### src/rtl/irq_pkg.sv
// Package: shared source codes, vector addresses and status-byte layout
// for the interrupt arbiter. Assumes index 0 of a request vector is the
// highest priority source.
package irq_pkg;
    localparam int N_SRC  = 5;
    localparam int VEC_W  = 16;
    localparam int SRC_W  = 3;
    localparam int MASK_W = 3;

    typedef enum logic [SRC_W-1:0] {
        SRC_NONE = 3'd0,
        SRC_TRAP = 3'd1,
        SRC_R75  = 3'd2,
        SRC_R65  = 3'd3,
        SRC_R55  = 3'd4,
        SRC_INTR = 3'd5
    } src_t;

    // request vector positions, highest priority at 0
    localparam int IDX_TRAP = 0;
    localparam int IDX_R75  = 1;
    localparam int IDX_R65  = 2;
    localparam int IDX_R55  = 3;
    localparam int IDX_INTR = 4;

    // set-mask operand fields
    localparam int SM_LOAD  = 3;
    localparam int SM_CLR75 = 4;

    // mask bit positions
    localparam int M_R55 = 0;
    localparam int M_R65 = 1;
    localparam int M_R75 = 2;

    function automatic logic [VEC_W-1:0] vector_of(src_t s);
        case (s)
            SRC_TRAP: vector_of = 16'h0024;
            SRC_R75:  vector_of = 16'h003C;
            SRC_R65:  vector_of = 16'h0034;
            SRC_R55:  vector_of = 16'h002C;
            default:  vector_of = '0;
        endcase
    endfunction
endpackage

### src/rtl/irq_edge_latch.sv
// Edge-capture latch: goes pending on a rising edge of line_in and holds
// until clr_in. With DROP_ON_LOW set, a low line also discards the pending
// state (edge-and-level sensing). Assumes line_in is synchronous to clk.
module irq_edge_latch #(
    parameter bit DROP_ON_LOW = 1'b0
) (
    input  logic clk,
    input  logic rst_n,
    input  logic line_in,
    input  logic clr_in,
    output logic pend_o
);
    logic line_q;
    logic rise;

    assign rise = line_in & ~line_q;

    // remember the previous line level for edge detection
    always_ff @(posedge clk) begin
        if (!rst_n) line_q <= 1'b0;
        else        line_q <= line_in;
    end

    generate
        if (DROP_ON_LOW) begin : g_edge_level
            // set on edge, clear on service or when the line drops
            always_ff @(posedge clk) begin
                if (!rst_n)              pend_o <= 1'b0;
                else if (rise)           pend_o <= 1'b1;
                else if (clr_in || !line_in) pend_o <= 1'b0;
            end
            assert_low_drops_R3: assert property (@(posedge clk) disable iff (!rst_n)
                !line_in |=> !pend_o);
        end else begin : g_edge_only
            // set on edge, clear only on explicit request
            always_ff @(posedge clk) begin
                if (!rst_n)      pend_o <= 1'b0;
                else if (rise)   pend_o <= 1'b1;
                else if (clr_in) pend_o <= 1'b0;
            end
        end
    endgenerate

    assert_clear_takes_R5: assert property (@(posedge clk) disable iff (!rst_n)
        (clr_in && !rise) |=> !pend_o);
endmodule

### src/rtl/irq_ctrl_regs.sv
// Control state: global enable, its one-boundary deferral after an enable
// command, and the restart mask register. Assumes commands are single-cycle
// strobes and that enable and disable never arrive together.
module irq_ctrl_regs
    import irq_pkg::*;
(
    input  logic              clk,
    input  logic              rst_n,
    input  logic              ei_cmd,
    input  logic              di_cmd,
    input  logic              setmask_cmd,
    input  logic [7:0]        setmask_data,
    input  logic              boundary_in,
    input  logic              took_maskable,
    output logic              ie_o,
    output logic              en_now_o,
    output logic [MASK_W-1:0] mask_o
);
    logic defer_q;

    assign en_now_o = ie_o & ~defer_q;

    // mask register load through set-mask with its load bit set
    always_ff @(posedge clk) begin
        if (!rst_n)
            mask_o <= '1;
        else if (setmask_cmd && setmask_data[SM_LOAD])
            mask_o <= setmask_data[MASK_W-1:0];
    end

    // global enable and deferral window
    always_ff @(posedge clk) begin
        if (!rst_n) begin
            ie_o    <= 1'b0;
            defer_q <= 1'b0;
        end else if (ei_cmd) begin
            ie_o    <= 1'b1;
            defer_q <= 1'b1;
        end else if (di_cmd) begin
            ie_o    <= 1'b0;
            defer_q <= 1'b0;
        end else begin
            if (took_maskable) ie_o    <= 1'b0;
            if (boundary_in)   defer_q <= 1'b0;
        end
    end

    assert_take_clears_ie_R8: assert property (@(posedge clk) disable iff (!rst_n)
        (took_maskable && !ei_cmd) |=> !ie_o);
endmodule

### src/rtl/irq_prio_sel.sv
// Fixed-priority selector: grants the lowest-index active request and
// reports its index. Assumes index 0 is the most urgent request.
module irq_prio_sel #(
    parameter int N = 5,
    localparam int IW = (N > 1) ? $clog2(N) : 1
) (
    input  logic          clk,
    input  logic          rst_n,
    input  logic [N-1:0]  req_i,
    output logic [N-1:0]  grant_o,
    output logic          any_o,
    output logic [IW-1:0] idx_o
);
    genvar gi;
    generate
        for (gi = 0; gi < N; gi++) begin : g_grant
            if (gi == 0) begin : g_top
                assign grant_o[gi] = req_i[gi];
            end else begin : g_rest
                assign grant_o[gi] = req_i[gi] & ~|req_i[gi-1:0];
            end
        end
    endgenerate

    assign any_o = |req_i;

    // encode the granted position
    always_comb begin
        idx_o = '0;
        for (int i = 0; i < N; i++)
            if (grant_o[i]) idx_o = IW'(i);
    end

    assert_grant_onehot_R1: assert property (@(posedge clk) disable iff (!rst_n)
        $onehot0(grant_o));
    assert_grant_when_req_R1: assert property (@(posedge clk) disable iff (!rst_n)
        (|req_i) |-> (|grant_o));
endmodule

### src/rtl/irq_arbiter.sv
// Top: five-line prioritized vectored interrupt arbiter. Builds the eligible
// request set from the pending latches, live levels, enable and masks. It
// resolves the set at each boundary strobe and drives the source code, the
// vector or the acknowledge. Assumes all inputs are synchronous to clk and
// that the boundary strobe lasts one cycle.
module irq_arbiter
    import irq_pkg::*;
(
    input  logic             clk,
    input  logic             rst_n,
    input  logic             trap_in,
    input  logic             rst75_in,
    input  logic             rst65_in,
    input  logic             rst55_in,
    input  logic             intr_in,
    input  logic             sdi_in,
    input  logic             boundary_in,
    input  logic             ei_cmd,
    input  logic             di_cmd,
    input  logic             setmask_cmd,
    input  logic [7:0]       setmask_data,
    output logic             take_o,
    output logic [SRC_W-1:0] src_o,
    output logic [VEC_W-1:0] vector_o,
    output logic             inta_o,
    output logic [7:0]       maskrd_o
);
    localparam int IW = $clog2(N_SRC);

    logic              trap_pend, r75_pend;
    logic              ie, en_now;
    logic [MASK_W-1:0] mask;
    logic [N_SRC-1:0]  req, grant;
    logic              any;
    logic [IW-1:0]     idx;
    src_t              src;
    logic              took_trap, took_r75, took_maskable, clr75;

    assign clr75 = took_r75 | (setmask_cmd & setmask_data[SM_CLR75]);

    irq_edge_latch #(.DROP_ON_LOW(1'b1)) u_trap_latch (
        .clk(clk), .rst_n(rst_n), .line_in(trap_in),
        .clr_in(took_trap), .pend_o(trap_pend)
    );

    irq_edge_latch #(.DROP_ON_LOW(1'b0)) u_r75_latch (
        .clk(clk), .rst_n(rst_n), .line_in(rst75_in),
        .clr_in(clr75), .pend_o(r75_pend)
    );

    irq_ctrl_regs u_ctrl (
        .clk(clk), .rst_n(rst_n), .ei_cmd(ei_cmd), .di_cmd(di_cmd),
        .setmask_cmd(setmask_cmd), .setmask_data(setmask_data),
        .boundary_in(boundary_in), .took_maskable(took_maskable),
        .ie_o(ie), .en_now_o(en_now), .mask_o(mask)
    );

    // eligible requests, qualified by the boundary strobe
    always_comb begin
        req           = '0;
        req[IDX_TRAP] = trap_pend & trap_in;
        req[IDX_R75]  = en_now & ~mask[M_R75] & r75_pend;
        req[IDX_R65]  = en_now & ~mask[M_R65] & rst65_in;
        req[IDX_R55]  = en_now & ~mask[M_R55] & rst55_in;
        req[IDX_INTR] = en_now & intr_in;
        if (!boundary_in) req = '0;
    end

    irq_prio_sel #(.N(N_SRC)) u_sel (
        .clk(clk), .rst_n(rst_n), .req_i(req),
        .grant_o(grant), .any_o(any), .idx_o(idx)
    );

    // map the granted index to a source code
    always_comb begin
        if (any) src = src_t'(SRC_W'(idx) + SRC_W'(1));
        else     src = SRC_NONE;
    end

    assign took_trap     = grant[IDX_TRAP];
    assign took_r75      = grant[IDX_R75];
    assign took_maskable = |grant[N_SRC-1:IDX_R75];

    assign take_o   = any;
    assign src_o    = src;
    assign vector_o = vector_of(src);
    assign inta_o   = grant[IDX_INTR];

    // read-mask status byte
    assign maskrd_o = {sdi_in, r75_pend, rst65_in, rst55_in, ie, mask};

    assert_trap_unmaskable_R2: assert property (@(posedge clk) disable iff (!rst_n)
        (boundary_in && trap_pend && trap_in) |-> (take_o && src_o == SRC_TRAP));
    assert_ei_deferred_R7: assert property (@(posedge clk) disable iff (!rst_n)
        ei_cmd |=> !(take_o && src_o != SRC_TRAP));
    assert_inta_needs_enable_R10: assert property (@(posedge clk) disable iff (!rst_n)
        inta_o |-> (intr_in && maskrd_o[3] && vector_o == '0));
endmodule

### config.mk
export PLATFORM = sky130hd
export DESIGN_NAME = irq_arbiter
export DESIGN_NICKNAME = d
export VERILOG_FILES = /design/src/rtl/irq_pkg.sv /design/src/rtl/irq_edge_latch.sv /design/src/rtl/irq_ctrl_regs.sv /design/src/rtl/irq_prio_sel.sv /design/src/rtl/irq_arbiter.sv
export SDC_FILE = /design/constraint.sdc
export NUM_CORES = 1
export LEC_CHECK = 0
export ABC_AREA = 1
export BUFFER_PORTS_ARGS = -buffer_cell sky130_fd_sc_hd__buf_2
export CAP_MARGIN = 0
export CORE_MARGIN = 2
export CORE_UTILIZATION = 42
export DETAILED_ROUTE_END_ITERATION = 10
export PLACE_DENSITY = 0.88
export SLEW_MARGIN = 40
export SYNTH_ARGS = -nofsm -noshare
export SYNTH_HDL_FRONTEND = slang
export SYNTH_SLANG_ARGS = --single-unit
### constraint.sdc
create_clock -name clk -period 3.6 [get_ports clk]
set_clock_uncertainty 0.05 [all_clocks]
set_input_delay 0.72 -clock clk [delete_from_list [all_inputs] [get_ports clk]]
set_output_delay 0.72 -clock clk [all_outputs]
set_load 0.02 [all_outputs]
Yosys cells after proc, flatten, opt, wreduce, memory -nomap -nowiden:

Index checks and enable logic that the tools add are counted.

* $add $sub $neg: 1
* eq/ne operators: 4
* muxes and demuxes: 17
* bitwise gates (word level): 23
* reduce and logical (&&, ||, !) cells: 16

Operator list (number)
* 6-bit one-hot mux with 4 select lines: 1
* 1-bit AND: 16
* 3-bit two-way mux: 4
* 1-bit two-way mux: 11
* 4-bit OR reduction: 2
* 3-bit by 2-bit equality test with 1-bit output, second input constant: 2
* 1-bit NOT: 6
* 3-bit nonzero test: 2
* 1-bit zero test: 5
* 5-bit two-way mux: 1
* 5-bit OR reduction: 1
* 2-bit nonzero test: 2
* 3-bit by 1-bit adder with 3-bit output, second input constant: 1
* 3-bit by 1-bit equality test with 1-bit output, second input constant: 1
* 3-bit equality test, second input constant: 1
* 3-bit OR reduction: 1
* 2-bit OR reduction: 1
* 1-bit logical AND: 1
* 1-bit logical OR: 1
* 1-bit bitwise OR: 1

* register bits after elaboration: 9
* input port bits: 20
* output and inout port bits: 29
* word-level logic and storage cells: 68

Logic depth before layout (Yosys ltp):

Gate-level depths: netlist (run 1).

* word-level depth: 15
* gate-level depth with buffers: 14
* mapped depth without buffers: 13

Cells and area by module:

From an unflattened synthesis (run 1), not the netlist that was laid out.

* cell total of the unflattened synthesis: 119
* area, all modules: 724.4 um2

Modules (own cells, without submodules)
* irq_arbiter: times used 1, cells an instance 56, area each 309.0 um2, sequential area each 0.0 um2
* irq_ctrl_regs: times used 1, cells an instance 27, area each 193.9 um2, sequential area each 100.1 um2
* irq_prio_sel: times used 1, cells an instance 20, area each 88.8 um2, sequential area each 0.0 um2
* irq_edge_latch at u_r75_latch: times used 1, cells an instance 9, area each 68.8 um2, sequential area each 40.0 um2
* irq_edge_latch at u_trap_latch: times used 1, cells an instance 7, area each 63.8 um2, sequential area each 40.0 um2

Worst setup path before layout (run 1):

Ideal clock, no wire load.

* path type: input port to output port
* start point: input port boundary_in
* end point: output port vector_o[5]
* data arrival time: 2.300 ns
* data required time: 2.830 ns
* slack: 0.530 ns
* stages on the path: 13
* path buffers: 1
* cell sequence: nand2_1 nor2_4 a21oi_1 nand3_4 nand2_4 a21oi_1 ha_1 inv_1 nand3_1 nand2_2 nand3_2 nand2_1 buf_4

* longest elaborated chain between the ends: 11
* elaborated cells on any way between the ends: 24
* those cells by class: add/sub (1); eq/ne (4); mux (7); bitwise (4); reduce/logical (8)

Ends and longest elaborated chain
* start, declared: RTL line irq_arbiter.sv:17 `input logic boundary_in,`
* 5-bit two-way mux *: RTL line irq_arbiter.sv:66 `if (!boundary_in) req = '0;`
* 1-bit zero test / 2-bit OR reduction (equally long branches): RTL line irq_prio_sel.sv:20 `assign grant_o[gi] = req_i[gi] & ~|req_i[gi-1:0];`
* 1-bit AND / 1-bit zero test (equally long branches): RTL line irq_prio_sel.sv:20
* 1-bit two-way mux / 1-bit AND (equally long branches): RTL line irq_prio_sel.sv:31, irq_prio_sel.sv:20
* 3-bit two-way mux (3 in a row): RTL line irq_prio_sel.sv:31 `if (grant_o[i]) idx_o = IW'(i);`
* 3-bit by 1-bit adder with 3-bit output: RTL line irq_arbiter.sv:76 `if (any) src = src_t'(SRC_W'(idx) + SRC_W'(1));`
* 3-bit two-way mux *: RTL line irq_arbiter.sv:76
* named net src_o[0]: RTL line irq_arbiter.sv:23 `output logic [SRC_W-1:0] src_o,`
* 3-bit equality test (tied with other cells): RTL line irq_pkg.sv:36 `case (s)`
* 6-bit one-hot mux with 4 select lines *: RTL line irq_pkg.sv:36
* end, declared: RTL line irq_arbiter.sv:24 `output logic [VEC_W-1:0] vector_o,`

Mark *: on every way through the listed nets, which the timed path passes. The rest lies on a longest branch.

Worst setup path after layout (run 1):

* start point: input port boundary_in
* end point: output port vector_o[2]

* longest elaborated chain between the ends: 11
* elaborated cells on any way between the ends: 24
* those cells by class: add/sub (1); eq/ne (4); mux (7); bitwise (4); reduce/logical (8)

Ends and longest elaborated chain (RTL line)
* 5-bit two-way mux *: irq_arbiter.sv:66
* 1-bit zero test / 2-bit OR reduction (equally long branches): irq_prio_sel.sv:20
* 1-bit AND / 1-bit zero test (equally long branches): irq_prio_sel.sv:20
* 1-bit two-way mux / 1-bit AND (equally long branches): irq_prio_sel.sv:31, irq_prio_sel.sv:20
* 3-bit two-way mux (3 in a row): irq_prio_sel.sv:31
* 3-bit by 1-bit adder with 3-bit output: irq_arbiter.sv:76
* 3-bit two-way mux *: irq_arbiter.sv:76
* 3-bit equality test (tied with other cells): irq_pkg.sv:36
* 6-bit one-hot mux with 4 select lines *: irq_pkg.sv:36

Every way passes the cells marked *; elsewhere a longest branch is shown, timed or not.

==> results of run 1 <==
-- final cells by class --
type	instances	area, sq um	share of cell area [%]
Tap cell	17	21.27	2.507
Clock buffer	4	26.28	3.097
Multi-Input combinational cell	75	396.6	46.76
Timing Repair Buffer	31	155.1	18.29
Sequential cell	9	180.2	21.24
Inverter	18	68.82	8.112
-- placed cells by master, fill, tap and decap left out, drive strengths merged --
| cell | instances |
|---|---|
| nand2 | 29 |
| buf | 31 |
| ha | 1 |
| a21oi | 8 |
| conb | 12 |
| clkbuf | 4 |
| inv | 17 |
| o21ai | 3 |
| dfxtp | 9 |
| nand3b | 2 |
| nand3 | 7 |
| o211ai | 2 |
| clkinv | 1 |
| nor2 | 11 |
-- through the flow --
step | util (%) | std cells | hold WS [ns]
after floorplan | - | 120 | 0.3360
after global placement | 48.67 | 150 | 0.3396
after detailed placement | 48.67 | 150 | 0.3441
after CTS | 50.22 | 154 | 0.3524
after global routing | 50.22 | 154 | 0.3648
final | 50.22 | 154 | 0.3523
-- state kept, by name, summed over array words and instances, names as in the netlist --
| register | count |
|---|---|
| u_ctrl.defer_q | 1 |
| u_ctrl.ie_o | 1 |
| u_ctrl.mask_o | 3 |
| u_r75_latch.line_q | 1 |
| u_r75_latch.pend_o | 1 |
| u_trap_latch.line_q | 1 |
| u_trap_latch.pend_o | 1 |
-- worst max path at each step --
stage,start,end
detailed placement,boundary_in,vector_o[2]
global placement,boundary_in,vector_o[5]
global route,boundary_in,vector_o[5]
floorplan,boundary_in,vector_o[5]
finish,boundary_in,vector_o[2]
CTS,boundary_in,vector_o[2]
-- power groups by stage --
stage,Sequential [mW],Clock [mW],Combinational [mW]
after floorplan,0.115,0,0.0611
after global placement,0.112,0,0.0676
after detailed placement,0.113,0,0.0689
after CTS,0.110,0.0779,0.0691
after global routing,0.111,0.0820,0.0764
final,0.110,0.0753,0.0686
-- metal layers --
metal / vias up / share of wire, %
li1: 361 / -
met1: 270 / 42
met2: 30 / 47
met3: 2 / 8.8
met4: 0 / 1.3
met5: - / 0
-- cells by family after synthesis --
logic type | after synthesis | synth area share [%]
and+or+nand+nor | 49 | 35.87
adders and majority gates | 1 | 1.692
other | 1 | 0.5071
DFF | 9 | 24.37
AOI/OAI and AO/OA | 13 | 9.982
buffers and inverters | 36 | 27.58
==> metrics.csv, run 1 <==
metric;value;unit
clock share of power;29.6;%
Seq cells post-synth;9;
Hold Startpoint;u_trap_latch.line_q$_SDFF_PN0_;
r2r setup slk;2.35;ns
Avg Inst Size Synth;6.784;sq um
power density cells;299.6;nW/um^2
Top Ports;49;
largest net degree at the start of global routing;8;
Yosys top cell area share;24.37;%
Mapped Cells;109;
Antenna Cells;0;
Max stage delay on crit path;0.23;ns
Setup TNS;0;ns
1st-iter DRT viols;3;
fraction of layout cells with a size suffix above 1;36.50;%
Leak Pwr;0.5268;nW
global-route usage over all layers;13.29;%
fin crit share;84.95;%
endpoints failing hold;0;
most frequent cell after synthesis;nand2_1;
Flop pwr share;43.4;%
DIE AREA;2112;sq um
fill count;178;
endpoint of the worst register-to-register path;u_ctrl.ie_o$_SDFFE_PN0P_;
Commonest cells post-synth;nand2_1 (22), buf_4 (18), inv_1 (16);
Sinks on Clock Net;9;
Hold Buf Count CTS;0;
maximum clock rate;327.0;MHz
Initial Utilization;43.78;%
GRT met3 Usage;1.587;%
minimum clock period;3.058;ns
Slowest-stage cell, CP;a21oi_1;
Most Crowded Layer GR;met2;
Cell Area, Synth;739.5;sq um
Post-synth EDFFs;0;
Crit path arrival time;2.29;ns
PortBufs;31;
drt drc;0;
vias per cell;4.305;
WL/cell;8.318;microns
crit-path cells;buf_2, nand2_1, nor2_4, a21oi_1, nand3_4, nand2_4, a21oi_1, ha_1, inv_1, nand3_1, nand2_2, nand3_2, nand2_1, buf_2;
worst min-delay path class;flip-flop to flip-flop;
outcome;complete, no violations;
Top delay family on crit path;simple AND/OR/NAND/NOR gates;
number of buffers created by CTS;3;
worst hold path stage count;1;
Std-Cell Rows;15;
sw frac;32.94;%
GRT Residual Overflow;0;
endpoints failing setup;0;
NetSw;0.08371;mW
WS Path Type;input port to output pin;
CP Max Fanout;6;
CP required;2.83;ns
routed via count;663;
area of the core;1689;sq um
Die Ht;45.96;microns
Routed Antenna Nets;0;
Most used DFF post-synth;dfxtp_1;
die width;45.96;microns
Area after DPL;822.0;sq um
fin nets;159;
Max Root-Sink Buffers;2;
Max IR drop VDD;0.2326;mV
sum of buffers and inverters on the critical path;3;
Tot Pwr;0.2542;mW
Synth area leaders;dfxtp_1 (24%), buf_4 (18%), nand2_1 (11%);
Worst Setup Slack, final;0.5419;ns
Detailed Route WL;1281;microns
Synth async-reset ratio;0;%
pre-CTS WS;0.5475;ns
postcts setup bufs;0;
WP depth;14;
met2 Use GR;25.28;%
Max Cap Viol;0;
Root Buffer Master;clkbuf_4;
fin area;848.3;sq um
post-synthesis sequential area ratio;24.37;%
RSZ-0062 raised after global routing;false;
GR Util met1;14.05;%
Hold Path Sink;u_trap_latch.pend_o$_SDFFE_PN0P_;
initial antenna violation count;0;
R2R depth;7;
RePlAce Congestion;0.7787;
crit end category;output pin;
CTS tree;built;
dpl hpwl;1147;microns
warnings from Yosys;0;
clock-pin slew on the worst setup and hold paths;0.06;ns
Yosys top cell by area;dfxtp_1;
max-slew violations;0;
Initial DRT Pass Iterations;4;
post-synth cell types;22;
combinational share of power;27.0;%
FF-to-FF Start;u_ctrl.ie_o$_SDFFE_PN0P_;
synthesis-to-finish area growth;14.72;%
number of global-route vias before repair;579;
Clock Latency Late Sink;0.25;ns
Setup crit start kind;input port;
post-cts sizing count;0;
global-route wire length before repair;2070;microns
number of H-tree levels;1;
Internal;0.1705;mW
(Power assumes the default switching activity.)
==> run 2: changes to the inputs <==
--- a/config.mk
+++ b/config.mk
@@ -9,9 +9,9 @@
 export BUFFER_PORTS_ARGS = -buffer_cell sky130_fd_sc_hd__buf_2
 export CAP_MARGIN = 0
 export CORE_MARGIN = 2
-export CORE_UTILIZATION = 42
+export CORE_UTILIZATION = 41
 export DETAILED_ROUTE_END_ITERATION = 10
-export PLACE_DENSITY = 0.88
+export PLACE_DENSITY = 0.87
 export SLEW_MARGIN = 40
 export SYNTH_ARGS = -nofsm -noshare
 export SYNTH_HDL_FRONTEND = slang
==> constraint.sdc (replaced) <==
create_clock -name clk -period 3 [get_ports clk]
set_clock_uncertainty 0.05 [all_clocks]
set_input_delay 0.6 -clock clk [delete_from_list [all_inputs] [get_ports clk]]
set_output_delay 0.6 -clock clk [all_outputs]
set_load 0.02 [all_outputs]
==> metrics.csv, run 2 (synthesis results as in run 1) <==
metric;value;unit;change
RePlAce Congestion;0.7988;;+2.6%
Setup TNS;0;ns;unchanged
Worst Setup Slack, final;0.1641;ns;-0.3778 ns
dpl hpwl;1221;microns;+6.4%
power density cells;350.2;nW/um^2;+17%
clock-pin slew on the worst setup and hold paths;0.05;ns;about the same
endpoints failing setup;0;;unchanged
Reg with most FFs;u_ctrl.mask_o;;
Slowest-stage cell, CP;ha_2;;
number of global-route vias before repair;577;;-0.35%
pre-CTS WS;0.1589;ns;-0.3885 ns
Setup crit start kind;input port;;
outcome;complete, no violations;;
routed via count;703;;+6.0%
GRT Residual Overflow;0;;unchanged
Initial Utilization;43.30;%;-0.48 points
WS Path Type;input port to output pin;;
1st-iter DRT viols;9;;+6
endpoints failing hold;0;;unchanged
Flop pwr share;43.3;%;about the same
CTS tree;built;;
number of buffers created by CTS;3;;unchanged
Root Buffer Master;clkbuf_4;;
Top Ports;49;;unchanged
CP required;2.35;ns;-0.48 ns
Hold Buf Count CTS;0;;unchanged
global-route wire length before repair;2104;microns;+1.6%
die width;46.47;microns;+1.1%
Die Ht;46.47;microns;+1.1%
fin crit share;94.53;%;
Crit path arrival time;2.19;ns;-0.10 ns
crit end category;output pin;;
Internal;0.2049;mW;+20%
synthesis-to-finish area growth;17.94;%;
Max Cap Viol;0;;unchanged
number of H-tree levels;1;;unchanged
Sinks on Clock Net;9;;unchanged
flip-flop and latch area;180.2;sq um;unchanged
Multi-input gate area;410.4;sq um;+3.5%
Area after DPL;832.0;sq um;+1.2%
clock share of power;29.2;%;-0.4 points
fin nets;159;;unchanged
fill count;190;;+6.7%
Std-Cell Rows;15;;unchanged
CP dominant cell by count;nand2_1;;
RSZ-0062 raised after global routing;false;;
initial antenna violation count;0;;unchanged
Final Util;51.06;%;+0.84 points
Initial DRT Pass Iterations;3;;-1
Top delay family on crit path;simple AND/OR/NAND/NOR gates;;
Detailed Route WL;1428;microns;+11%
Routed Antenna Nets;0;;unchanged
postcts setup bufs;0;;unchanged
maximum clock rate;352.6;MHz;
vias per cell;4.340;;+0.80%
global-route usage over all layers;13.36;%;+0.075 points
NetSw;0.1005;mW;+20%
most frequent cells in the layout;buf_2 (31), nand2_1 (22), inv_1 (16);;
Antenna Cells;0;;unchanged
sum of buffers and inverters on the critical path;2;;-1
minimum clock period;2.836;ns;
crit-path cells;buf_2, nand2_1, nor2_4, nand2_2, a21oi_4, nand2_4, a21oi_2, ha_2, nand2_4, nand2_1, nand2_1, nand2_1, buf_2;;
worst min-delay path class;flip-flop to flip-flop;;
Max IR drop VDD;0.2616;mV;+13%
drt drc;0;;unchanged
fin area;872.1;sq um;+2.8%
max reg flops;3;;unchanged
CP Max Fanout;6;;unchanged
WL/cell;8.815;microns;+6.0%
combinational share of power;27.4;%;+0.4 points
commonest non-fill, non-tap cell in the layout;buf_2;;
Finished Layout Cells;162;;+5.2%
PortBufs;31;;unchanged
area of the core;1708;sq um;+1.1%
fraction of layout cells with a size suffix above 1;37.96;%;+1.5 points
Max Root-Sink Buffers;2;;unchanged
Max stage delay on crit path;0.29;ns;+0.06 ns
largest net degree at the start of global routing;8;;unchanged
DIE AREA;2159;sq um;+2.2%
sw frac;32.91;%;about the same
Leak Pwr;0.5252;nW;-0.31%
Clock Latency Late Sink;0.25;ns;about the same
placed cells;158;;+5.3%
max-slew violations;0;;unchanged
run 2: area by class of cell:
class                           count  area share (%)
Multi-Input combinational cell     75           47.06
Sequential cell                     9           20.66
Timing Repair Buffer               31           17.79
Inverter                           18           7.891
Tap cell                           25           3.587
Clock buffer                        4           3.013
run 2: layer usage:
layer  wire length, microns  vias up  GRT usage (%)  share of wire, %
met1                    562      310          14.35                39
met2                    754       27          24.72                53
met5                      0        -              0                 0
met3                     95        2          1.569               6.7
li1                       -      364              -                 -
met4                     17        0          7.429               1.2
run 2: through the flow:
stage                     total power [mW]  hold slack, ns
after detailed placement            0.2183          0.3494
final                               0.3054          0.3539
after global routing                0.3230          0.3797
after floorplan                     0.2108          0.3360
after CTS                           0.3084          0.3577
after global placement              0.2158          0.3404
run 2: repair_timing:
action,in CTS,in global routing
hold endpoints to repair,0,0
gates resized for setup,0,3
endpoints found under the setup margin,0,2
run 2: path summary, 6_finish.rpt:
kind                                                     start  slack, ns                               end  depth (start not counted)
worst min-delay path            u_trap_latch.line_q$_SDFF_PN0_       0.35  u_trap_latch.pend_o$_SDFFE_PN0P_                          1
worst max-delay path                               boundary_in       0.16                       vector_o[2]                         13
worst max register to register        u_ctrl.ie_o$_SDFFE_PN0P_       1.66          u_ctrl.ie_o$_SDFFE_PN0P_                          8
worst min register to register  u_trap_latch.line_q$_SDFF_PN0_       0.35  u_trap_latch.pend_o$_SDFFE_PN0P_                          1
run 2: power by group through the flow:
| stage | registers (mW) | clock network [mW] | logic (mW) |
|---|---|---|---|
| after floorplan | 0.138 | 0 | 0.0733 |
| after global placement | 0.135 | 0 | 0.0813 |
| after detailed placement | 0.135 | 0 | 0.0833 |
| after CTS | 0.132 | 0.0924 | 0.0836 |
| after global routing | 0.133 | 0.0980 | 0.0917 |
| final | 0.132 | 0.0892 | 0.0838 |
